--- src/rtl/latched_counter64.sv ---
module latched_counter64 #(
  parameter int CNT_W       = 64,
  parameter int LATCH_DELAY = 2,
  parameter int ADDR_W      = 8
) (
  input  logic              clk,
  input  logic              rst_n,
  input  logic              bus_wr,
  input  logic [ADDR_W-1:0] bus_addr,
  input  logic [31:0]       bus_wdata,
  output logic [31:0]       bus_rdata
);

  localparam int DLY_W = $clog2(LATCH_DELAY + 1);
  localparam logic [ADDR_W-1:0] OFS_CTRL = ADDR_W'(8'hA0);
  localparam logic [ADDR_W-1:0] OFS_LO   = ADDR_W'(8'hA4);
  localparam logic [ADDR_W-1:0] OFS_HI   = ADDR_W'(8'hA8);
  localparam int REQ_BIT = 1;

  logic [CNT_W-1:0] count;
  logic [CNT_W-1:0] snap;
  logic [63:0]      snap_ext;
  logic             pend;
  logic [DLY_W-1:0] dly;
  logic             req_wr;
  logic             cap;

  assign req_wr   = bus_wr && (bus_addr == OFS_CTRL) && bus_wdata[REQ_BIT];
  assign cap      = pend && (dly == '0);
  assign snap_ext = 64'(snap);

  always_ff @(posedge clk) begin
    if (!rst_n) begin
      count <= '0;
      snap  <= '0;
      pend  <= 1'b0;
      dly   <= '0;
    end else begin
      count <= count + 1'b1;
      if (cap) begin
        snap <= count;
        pend <= 1'b0;
      end else if (pend) begin
        dly <= dly - 1'b1;
      end else if (req_wr) begin
        pend <= 1'b1;
        dly  <= DLY_W'(LATCH_DELAY - 1);
      end
    end
  end

  always_comb begin
    case (bus_addr)
      OFS_CTRL: bus_rdata = 32'(pend) << REQ_BIT;
      OFS_LO:   bus_rdata = snap_ext[31:0];
      OFS_HI:   bus_rdata = snap_ext[63:32];
      default:  bus_rdata = '0;
    endcase
  end

  assert_count_step_R2: assert property (@(posedge clk) disable iff (!rst_n)
    1'b1 |=> count == $past(count) + 1'b1);

  assert_capture_value_R2: assert property (@(posedge clk) disable iff (!rst_n)
    cap |=> snap == $past(count));

  assert_pend_clear_R3: assert property (@(posedge clk) disable iff (!rst_n)
    cap |=> !pend && bus_rdata[REQ_BIT] == 1'b0 || bus_addr != OFS_CTRL);

  assert_no_retrigger_R6: assert property (@(posedge clk) disable iff (!rst_n)
    pend && dly != '0 |=> pend && dly == $past(dly) - 1'b1);

  assert_snap_hold_R5: assert property (@(posedge clk) disable iff (!rst_n)
    !cap |=> $stable(snap));

  assert_ctrl_spare_R7: assert property (@(posedge clk) disable iff (!rst_n)
    bus_addr == OFS_CTRL |-> bus_rdata[31:2] == '0 && bus_rdata[0] == 1'b0);

endmodule

--- config.mk ---
export PLATFORM = sky130hd
export DESIGN_NAME = latched_counter64
export DESIGN_NICKNAME = d
export VERILOG_FILES = /design/src/rtl/latched_counter64.sv
export SDC_FILE = /design/constraint.sdc
export NUM_CORES = 1
export LEC_CHECK = 0
export CAP_MARGIN = 20
export CORE_AREA = 3 3 100 102
export CTS_CLUSTER_DIAMETER = 60
export CTS_CLUSTER_SIZE = 28
export DETAILED_ROUTE_END_ITERATION = 8
export DIE_AREA = 0 0 103 105
export DONT_BUFFER_PORTS = 1
export PLACE_DENSITY = 0.77
export SYNTH_ARGS = -nofsm -noshare
export SYNTH_HDL_FRONTEND = slang
export SYNTH_SLANG_ARGS = --single-unit
--- constraint.sdc ---
create_clock -name clk -period 2.6 [get_ports clk]
set_input_delay 0.39 -clock clk [delete_from_list [all_inputs] [get_ports clk]]
set_output_delay 0.39 -clock clk [all_outputs]
set_load 0.01 [all_outputs]
Word level (Yosys, flattened, before mapping)
Index checks and enable logic that the tools add are counted.
W data, S select, Z words.

storage, ports and cells
  register bits = 131
  bits in latches = 0
  bits in writable memories = 0
  ROM bits = 0
  input port bits = 43
  output and inout bits = 32
  word-level logic and storage cells = 23
  memories kept = 0

cells by class
  add/sub/neg operators = 2
  multiply operators = 0
  divide/modulo/power cells = 0
  order comparisons = 0
  equal/unequal tests = 3
  shifts and indexed selects = 0
  multiplexer cells = 5
  bitwise operators = 2
  reduce and logical (&&, ||, !) cells = 7

operator list
  kind                     number
  $pmux W32 S3             1
  $add A64 B1 Y64 const B  1
  $eq A8 B8 Y1 const B     3
  $mux W2                  2
  $logic_and A1 B1 Y1      3
  $logic_not A2 Y1         1
  $mux W1                  2
  $not A1 Y1               2
  $reduce_and A2 Y1        1
  $reduce_bool A2 Y1       1
  $reduce_or A2 Y1         1
  $sub A2 B1 Y2 const B    1

Depth between registers and ports, before layout
Gate-level depths: netlist of the first run.

  depth in word-level cells = 5
  mapped depth = 7
  depth with buffers taken out = 6

Least setup slack after synthesis of the first run
OpenSTA, ideal clock, no wires.

  path type = input to output
  start = input bus_addr[1]
  end = output bus_rdata[0]
  data arrival time = 1.669 ns
  data required time = 2.210 ns
  slack = 0.541 ns
  cell stages on the path = 5
  buffers on the path = 1
  path through = nor4b_1 nand3b_1 nor3b_1 clkbuf_1 a22o_1

on the way
  cells in the longest elaborated chain, start to end = 2
  elaborated cells on any way between the ends = 4
  classes of those cells = eq/ne: 3; mux: 1

ends and longest elaborated chain
  element          RTL line  text
  start, declared  9         input logic [ADDR_W-1:0] bus_addr,
  $eq A8 B8 Y1     53        case (bus_addr)
  $pmux W32 S3 *   53
  end, declared    11        output logic [31:0] bus_rdata

Mark *: on every way between the ends. The rest lies on a longest branch, timed or not.

Worst setup path after layout of the first run
  start = register count[19]
  end = register count[35]

on the way
  cells in the longest elaborated chain, start to end = 1

ends and longest elaborated chain
  element                 RTL line  text
  start, declared         20        logic [CNT_W-1:0] count;
  start signal, assigned  39        count <= count + 1'b1;
  $add A64 B1 Y64         39

No other way between the ends.
A chain may end at the register's enable or synchronous reset.

==> metrics.yaml, run 1 <==
routing:
  drt-total-wl_mm: 14.0
  wl_per_cell_um: 17.1
  detail_route.wirelength.met1_mm: 5.88
  ant_nets: 0
  wl_met2_mm: 6.76
  drc: 0
  dr_wl_met3_mm: 1.09
  top_layer: "met4"
  dr.pass1.iters: 5
  drt_iter0_drc: 259
  via_per_inst: 6.21
  vias: 5097
worst_setup_path:
  path_class: "reg -> reg"
  cp-start-kind: "flip-flop"
  endpoint_kind: "flip-flop"
  r2r_end: "count[35]"
  rr_worst_depth: 6
  rrSetupSlack_ps: 230
  cp_data_arrival_time_ps: 2810
  path_max_fanout: 6
  r2r_start: "count[19]"
  cp.required_ps: 3040
yosys:
  synthDistinctLibCells: 43
  async_flop_share_pct: 0
  syn_inst: 698
  syn_nets: 743
  syn_area_um2: 5710
  synth_top_area_share_pct: 45.9
  yosys-top-cells-count: "nand2_1, dfxtp_1, a21oi_1"
  synth_area_leaders: "dfxtp_1, nand2_1, a21oi_1, a22o_1, xor2_1"
  synth_seq_cells: 131
  ys_seq_area_share_pct: 45.9
  synthFlopType: "dfxtp_1"
  yosysTopAreaCell: "dfxtp_1"
  yosysMostFrequentCell: "nand2_1"
  yosysWarningCount: 0
  syn_avg_cell_area_um2: 8.18
  synth_edf_count: 0
layout:
  multi_input_area_um2: 2920
  num-nets-final: 742
  fillers: 754
  syn_to_final_growth_pct: 13.5
  register_area_um2: 2620
  stdcell_count: 821
  antennaDiodeCount: 0
  drive_gt1_share_pct: 9.30
floorplanning:
  pin_count: 75
  row_count: 35
  start_util_pct: 62.1
  die_y_um: 105
  coreArea_um2: 9200
  die_x_um: 103
  die_area_um2: 10800
clock_tree:
  ctsHoldBuffers: 1
  htree_levels: 4
  clock_path_buffers: 2
  worstSkewPairLatency_ps: 520
  cts_made_buffers: 17
  clock-root-buffer: "clkbuf_8"
  cts_setup_buffers: 0
  postCtsResizedCells: 0
  clock-sinks: 131
  tritoncts: "yes"
  path_clk_slew_ps: 60
hold_path:
  hold_path_depth: 2
  hold_end: "count[47]"
  hold_path.class: "in -> reg"
  min_from: "rst_n"
sta:
  holdWs_ps: 14.9
  hold_viol: 0
  relSlewSlack_pct: 55.7
  rsz0062_at_grt: "no"
  worstMarginPinSlew_ps: 661
  drv_slew: 0
  finalCritPeriodShare_pct: 91.2
  min_period_ps: 2370
  tns_ps: 0
  clock.fmax_mhz: 422
  fin_worst_skew_ps: 6.03
  setup_viol: 0
job:
  drv_cap: 0
power_and_ir_drop:
  powerDensity_nw_per_um2: 691
  vdd_drop_max_mv: 0.537
  leakagePower_nw: 2.11
  total_power_w: 0.00448
placement:
  port_buffers: 0
  dp.cells: 788
  hpwlAfterDp_mm: 9.31
  routabilityCongestion: 0.814
grt:
  grt_pass1_wl_mm: 23.0
  grt_usage_pct: 26.7
  grt_overflow: 0
  antenna_found_initial: 0
  grt_max_degree: 66
  grt_pass1_vias: 4758
outcome:
  status: "complete, no violations"
-- metrics by stage --
stage	instance area, um2	setup slack [ps]	util [%]
floorplan	5710	541	-
global placement	5860	380	63.7
detailed placement	5860	327	63.7
CTS	6480	265	70.5
global route	6480	118	70.5
finish	6480	228	70.5
-- metal layers --
layer / global-route usage [%] / vias up
met2: 42.9 / 174
met3: 7.88 / 28
met4: 8.42 / 0
li1: - / 2465
met5: 0 / -
met1: 34.2 / 2430
-- kinds of logic (layout without fill, tap and decap cells) --
| kind of cell | count (synthesis) | in the layout | synth area share, % |
|---|---|---|---|
| AND/OR/NAND/NOR | 330 | 330 | 28.9 |
| AO/OA/AOI/OAI | 153 | 153 | 16.2 |
| flip-flops | 131 | 131 | 45.9 |
| buffers and inverters | 47 | 59 | 3.11 |
| XOR/XNOR | 31 | 31 | 4.76 |
| multiplexers | 4 | 4 | 0.701 |
| adder cells (fa/ha/maj) | 2 | 2 | 0.438 |
-- how the worst max path moves through the flow --
stage,startpoint,end,slack [ps],cells past startpoint
5_1_grt,count[1],count[38],120,6
3_5_place_dp,count[19],count[35],330,6
3_3_place_gp,count[1],count[50],380,6
4_1_cts,count[19],count[35],260,6
6_report,count[19],count[35],230,6
2_1_floorplan,bus_addr[1],bus_rdata[0],540,5
-- worst max-delay path, stage by stage, from the launching register on --
cell	delay, ps
dfxtp_1	410
nand4_1	360
nor4_4	550
buf_4	210
nand2_1	90
or4_1	490
a21oi_1	170
-- report_power, final --
part / total, W / leakage [nW] / internal, W / switching, W
combinational: 0.0000555 / 0.763 / 0.0000141 / 0.0000414
sequential: 0.00202 / 1.06 / 0.00201 / 0.00000634
clock: 0.00240 / 0.293 / 0.00154 / 0.000868
total: 0.00448 / 2.11 / 0.00356 / 0.000916
-- sequential cells by signal (all words and copies together) (netlist names) --
signal and flops:
dly 2, snap 64, pend 1, count 64
-- layout make-up --
class / instances / share of cell area, %
clock buffers: 20 / 7.03
multi-input cells: 520 / 45.1
flip-flops and latches: 131 / 40.5
clock inverters: 12 / 2.37
repair buffers: 15 / 2.16
inverters: 12 / 0.714
well taps: 111 / 2.14
-- layout by cell type, fill, tap and decap left out, drive strengths merged, types with 2 or more instances in the layout --
| cell | netlist | final |
|---|---|---|
| a21oi | 90 | 90 |
| a22o | 31 | 31 |
| and2 | 6 | 6 |
| and3 | 7 | 7 |
| and4 | 4 | 4 |
| buf | 7 | 14 |
| bufinv | 0 | 3 |
| clkbuf | 28 | 20 |
| clkinv | 1 | 6 |
| clkinvlp | 0 | 3 |
| dfxtp | 131 | 131 |
| ha | 2 | 2 |
| inv | 11 | 12 |
| mux2i | 4 | 4 |
| nand2 | 160 | 160 |
| nand2b | 5 | 5 |
| nand3 | 25 | 25 |
| nand4 | 33 | 33 |
| nor2 | 42 | 42 |
| nor3 | 9 | 9 |
| nor3b | 2 | 2 |
| nor4 | 10 | 10 |
| o21ai | 17 | 17 |
| o21bai | 2 | 2 |
| o31ai | 8 | 8 |
| or3 | 17 | 17 |
| or4 | 8 | 8 |
| xnor2 | 9 | 9 |
| xor2 | 22 | 22 |
Power figures use the tool's default switching activity.
==> run 2, diff against run 1 <==
Settings changed: CORE_AREA 3 3 100 102 to 3 3 106 108, DIE_AREA 0 0 103 105 to 0 0 109 111, PLACE_DENSITY 0.77 to 0.7, SKIP_LAST_GASP set to 1.
==> run 2 against run 1 <==
Die area up 12%; fmax up 3.8%; sequential power about the same; largest power group unchanged.
==> metrics.yaml, run 2 (same netlist as run 1, synthesis figures left out) <==
grt:
  met1_usage_pct: 31.3  # -2.9 points
  grt_max_degree: 77  # +17%
  grt_usage_pct: 24.2  # -2.5 points
  grt_pass1_wl_mm: 23.2  # +0.87%
  grt_util_met3_pct: 6.99  # -0.89 points
  grt_overflow: 0  # unchanged
  grt_pass1_vias: 4710  # -1.0%
  busiest_layer: "met2"
  use_met2_pct: 38.8  # -4.1 points
  antenna_found_initial: 0  # unchanged
routing:
  vias: 5035  # -1.2%
  drt_iter0_drc: 353  # +36%
  drt-total-wl_mm: 14.2  # +1.7%
  wl_per_cell_um: 16.9  # -0.97%
  ant_nets: 0  # unchanged
  drc: 0  # unchanged
  via_per_inst: 5.97  # -3.8%
  dr.pass1.iters: 5  # unchanged
placement:
  dp.cells: 810  # +2.8%
  dpl-instance-area_um2: 5880  # +0.36%
  port_buffers: 0  # unchanged
  routabilityCongestion: 0.851  # +4.5%
  hpwlAfterDp_mm: 9.41  # +1.1%
  dp_slack_ps: 339  # +12.1 ps
worst_setup_path:
  cp_data_arrival_time_ps: 2730  # -80 ps
  endpoint_kind: "flip-flop"
  critPathBufInv: 0  # -1
  cp_num_cells: 5  # -1
  rrSetupSlack_ps: 320  # +90 ps
  crit_path_end: "count[60]"
  crit_chain: "nand4_1 -> nor4_2 -> nand4_1 -> or4_1 -> a21oi_1"
  path_max_fanout: 7  # +1
  cp-start-kind: "flip-flop"
  setup.worst_path.start: "count[37]"
  r2r_start: "count[37]"
  rr_worst_depth: 5  # -1
  critPathTopFamily: "simple AND/OR/NAND/NOR gates"
  cpMostUsedCell: "nand4_1"
  critPathSlowestCell: "nor4_2"
  cp.required_ps: 3050  # about the same
  path_class: "reg -> reg"
  cpPeakStageDelay_ps: 580  # +30 ps
  r2r_end: "count[60]"
outcome:
  status: "complete, no violations"
sta:
  setup_ws_ps: 315  # +87.3 ps
  relSlewSlack_pct: 55.3  # -0.39 points
  hold_viol: 0  # unchanged
  tns_ps: 0  # unchanged
  min_period_ps: 2280  # -87.3 ps
  finalCritPeriodShare_pct: 87.9  # -3.4 points
  fin_worst_skew_ps: 9.69  # +3.66 ps
  setup_viol: 0  # unchanged
  drv_slew: 0  # unchanged
  rsz0062_at_grt: "no"
  worstMarginPinSlew_ps: 667  # +5.75 ps
  clock.fmax_mhz: 438  # +3.8%
power_and_ir_drop:
  vdd_drop_max_mv: 0.480  # -11%
  powerDensity_nw_per_um2: 712  # +3.0%
  leakagePower_nw: 2.11  # about the same
hold_path:
  hold_path.class: "in -> reg"
layout:
  drive_gt1_share_pct: 8.91  # -0.38 points
  fillers: 894  # +19%
  layout_common_cells: "nand2_1, dfxtp_1, a21oi_1"
  syn_to_final_growth_pct: 14.5
  design_area_um2: 6540  # +0.87%
  antennaDiodeCount: 0  # unchanged
  final_common_cell: "nand2_1"
  utilization_pct: 63.3  # -7.1 points
  stdcell_count: 843  # +2.7%
  num-nets-final: 739  # -0.40%
  reg_top3: "count (64), snap (64), dly (2)"
floorplanning:
  die_area_um2: 12100  # +12%
  row_count: 37  # +5.7%
  coreArea_um2: 10300  # +12%
  start_util_pct: 55.3  # -6.8 points
  die_y_um: 111  # +5.7%
  pin_count: 75  # unchanged
  die_x_um: 109  # +5.8%
clock_tree:
  worstSkewPairLatency_ps: 520  # about the same
  htree_levels: 4  # unchanged
  cts_made_buffers: 17  # unchanged
  cts_setup_buffers: 0  # unchanged
  clock_path_buffers: 2  # unchanged
  path_clk_slew_ps: 60  # about the same
  tritoncts: "yes"
  clock-root-buffer: "clkbuf_8"
  clock-sinks: 131  # unchanged
  postCtsResizedCells: 0  # unchanged
  ctsHoldBuffers: 1  # unchanged
job:
  drv_cap: 0  # unchanged
==> run 2: report_power, final <==
group / total (W) / internal (W) / switching, W
sequential: 0.00202 / 0.00201 / 0.00000582
clock: 0.00258 / 0.00166 / 0.000918
combinational: 0.0000556 / 0.0000143 / 0.0000412
==> run 2: worst register-to-register path, cell delays in order (launching register included) <==
cell and delay (ps):
dfxtp_1 440, nand4_1 250, nor4_2 580, nand4_1 330, or4_1 470, a21oi_1 150
==> run 2: through the flow <==
stage               total power (W)  hold WS [ps]
finish                      0.00465          12.5
global route                0.00477          9.38
CTS                         0.00468          2.46
detailed placement          0.00211           447
global placement            0.00211           443
floorplan                   0.00210           432
==> run 2: worst min-delay path by stage <==
stage,start,to,slack (ps),depth (start not counted)
detailed placement,snap[28],snap[28],450,2
finish,rst_n,count[1],10,1
CTS,rst_n,count[1],2,1
global route,rst_n,count[1],9,1
global placement,snap[63],snap[63],440,2
floorplan,dly[0],dly[0],430,2
==> run 2: metal layers <==
layer | share of wire [%] | up-vias
li1 | - | 2459
met1 | 44 | 2405
met2 | 48 | 157
met3 | 6.9 | 14
met4 | 1.3 | 0
met5 | 0 | -
==> run 2: final cells by class <==
cell class,instances,area [um2],share of cell area (%)
clock inverter,15,230,3.52
tap,136,170,2.60
clock buffer,17,414,6.34
sequential,131,2620,40.1
timing repair buffer,12,130,1.99
multi-input combinational,520,2920,44.7
inverter,12,46.3,0.708
==> run 3, diff against run 2 <==
--- a/config.mk
+++ b/config.mk
@@ -15,2 +15,3 @@
 export PLACE_DENSITY = 0.7
+export RECOVER_POWER = 25
 export SKIP_LAST_GASP = 1
==> constraint.sdc (replaced) <==
create_clock -name clk -period 2.6 [get_ports clk]
set_input_delay 0.26 -clock clk [delete_from_list [all_inputs] [get_ports clk]]
set_output_delay 0.26 -clock clk [all_outputs]
set_load 0.01 [all_outputs]
==> run 3 against run 2 <==
Setup slack lost 43 ps; die area unchanged; flip-flop and latch count unchanged; utilization is 1.5 points lower; critical endpoint is now snap[51]; largest cell class unchanged; largest power group unchanged.
==> metrics.yaml, run 3 (same netlist as run 1, synthesis figures left out) <==
worst_setup_path:
  cpPeakStageDelay_ps: 1010  # +430 ps
  crit_chain: "inv_1 -> ha_1 -> and2_0 -> buf_4 -> nand2_1 -> a21oi_1"
  cp-start-kind: "flip-flop"
  endpoint_kind: "flip-flop"
  cp.required_ps: 3010  # -40 ps
  path_class: "reg -> reg"
  path_max_fanout: 25  # +18
  critPathSlowestCell: "and2_0"
  cp_data_arrival_time_ps: 2730  # about the same
outcome:
  status: "complete, no violations"
placement:
  hpwlAfterDp_mm: 9.47  # +0.60%
  port_buffers: 0  # unchanged
  dp_slack_ps: 314  # -24.6 ps
  routabilityCongestion: 0.885  # +3.9%
clock_tree:
  cts_made_buffers: 17  # unchanged
  htree_levels: 4  # unchanged
  clock-root-buffer: "clkbuf_8"
  cts_setup_buffers: 0  # unchanged
  path_clk_slew_ps: 50  # about the same
  clock-sinks: 131  # unchanged
  worstSkewPairLatency_ps: 510  # about the same
  clock_path_buffers: 2  # unchanged
  tritoncts: "yes"
layout:
  register_area_um2: 2620  # unchanged
  drive_gt1_share_pct: 7.93  # -0.98 points
  num-nets-final: 740  # +0.14%
  multi_input_area_um2: 2920  # about the same
  final_common_cell: "nand2_1"
  reg_top3: "count (64), snap (64), dly (2)"
  antennaDiodeCount: 0  # unchanged
  layout_common_cells: "nand2_1, dfxtp_1, a21oi_1"
  syn_to_final_growth_pct: 11.7
  fillers: 949  # +6.2%
floorplanning:
  die_area_um2: 12100  # unchanged
  die_x_um: 109  # unchanged
  row_count: 37  # unchanged
  pin_count: 75  # unchanged
  coreArea_um2: 10300  # unchanged
  die_y_um: 111  # unchanged
  start_util_pct: 55.3  # unchanged
routing:
  drc: 0  # unchanged
  drt-total-wl_mm: 13.7  # -3.6%
  wl_per_cell_um: 16.3  # -3.4%
  vias: 4968  # -1.3%
  via_per_inst: 5.90  # -1.2%
  ant_nets: 0  # unchanged
  dr.pass1.iters: 5  # unchanged
  drt_iter0_drc: 342  # -3.1%
grt:
  antenna_found_initial: 0  # unchanged
  grt_util_met3_pct: 6.93  # -0.058 points
  met1_usage_pct: 30.1  # -1.2 points
  grt_pass1_wl_mm: 22.6  # -2.7%
  grt_overflow: 0  # unchanged
  use_met2_pct: 37.1  # -1.7 points
  grt_max_degree: 65  # -16%
  busiest_layer: "met2"
  grt_pass1_vias: 4667  # -0.91%
  grt_usage_pct: 23.6  # -0.57 points
power_and_ir_drop:
  clockPowerShare_pct: 49.6  # -5.9 points
  swShare_pct: 20.4  # -0.37 points
  vdd_drop_max_mv: 0.352  # -27%
  seqPwrFrac_pct: 49.1  # +5.8 points
  leakagePower_nw: 2.05  # -2.9%
  p_int_w: 0.00328  # -11%
  pwr-share-comb_pct: 1.3  # about the same
  powerDensity_nw_per_um2: 645  # -9.4%
  p_sw_w: 0.000838  # -13%
sta:
  clock.fmax_mhz: 430  # -1.8%
  setup_viol: 0  # unchanged
  min_period_ps: 2330  # +43.0 ps
  finalCritPeriodShare_pct: 89.5  # +1.7 points
  relSlewSlack_pct: 12.7  # -43 points
  fin_worst_skew_ps: 6.74  # -2.96 ps
  hold_viol: 0  # unchanged
  rsz0062_at_grt: "no"
  tns_ps: 0  # unchanged
  setup_ws_ps: 272  # -43.0 ps
  drv_slew: 0  # unchanged
  worstMarginPinSlew_ps: 1310  # +642 ps
job:
  drv_cap: 0  # unchanged
hold_path:
  hold_path.class: "in -> reg"
-- run 3: changes by cell type in the layout (fill, tap and decap cells not counted), sizes merged --
| cell | before | now |
|---|---|---|
| clkinvlp | 3 | 2 |
| bufinv | 5 | 0 |
| clkinv | 6 | 4 |
| buf | 11 | 10 |
| inv | 13 | 11 |
| clkbuf | 17 | 27 |
-- run 3: power by group through the flow --
stage | clock network, W | registers [W] | logic [W]
final | 0.00204 | 0.00202 | 0.0000524
after global routing | 0.00218 | 0.00202 | 0.0000580
after floorplan | 0 | 0.00206 | 0.0000412
after CTS | 0.00208 | 0.00202 | 0.0000562
after detailed placement | 0 | 0.00206 | 0.0000506
after global placement | 0 | 0.00206 | 0.0000493
-- run 3: routing by layer --
metal / share of wire, % / routed length [um] / vias up
met5: 0 / 0 / -
met4: 1.5 / 210 / 0
met2: 47 / 6430 / 133
met1: 45 / 6170 / 2366
li1: - / - / 2452
met3: 6.8 / 930 / 17
-- run 3: stage by stage --
step | utilization, % | hold slack, ps | instances | area, um2 | power, W
global placement | 56.9 | 386 | 811 | 5880 | 0.00211
finish | 61.8 | 38.8 | 842 | 6380 | 0.00412
global route | 61.8 | 48.2 | 842 | 6380 | 0.00426
floorplan | - | 409 | 698 | 5710 | 0.00210
CTS | 62.0 | 19.1 | 842 | 6400 | 0.00416
detailed placement | 56.9 | 388 | 811 | 5880 | 0.00211
-- run 3: path summary, 6_finish.rpt --
path,start,to,slack [ps],depth (start not counted)
max,dly[0],snap[51],270,6
min,bus_addr[3],dly[0],40,3
max reg2reg,dly[0],snap[51],270,6
min reg2reg,snap[35],snap[35],450,2
-- run 3: critical path: cells and delay by family (launching register included) --
kind                     cells  cell delay (ps)
AO/OA/AOI/OAI                1              120
adder cells (fa/ha/maj)      1              190
AND/OR/NAND/NOR              2             1120
buffers and inverters        2              480
flip-flops                   1              300
-- run 3: what timing repair did --
item                                   CTS  global route
endpoints found under the hold margin    9             0
hold buffers                             1             0
setup endpoints to repair                0             0
gates resized for setup                  0             0
-- run 3: layout make-up --
type	count	share of cell area [%]
inverter	12	0.726
multi-input combinational	520	45.8
tap	136	2.67
sequential	131	41.1
timing repair buffer	13	1.67
clock buffer	25	7.59
clock inverter	5	0.432
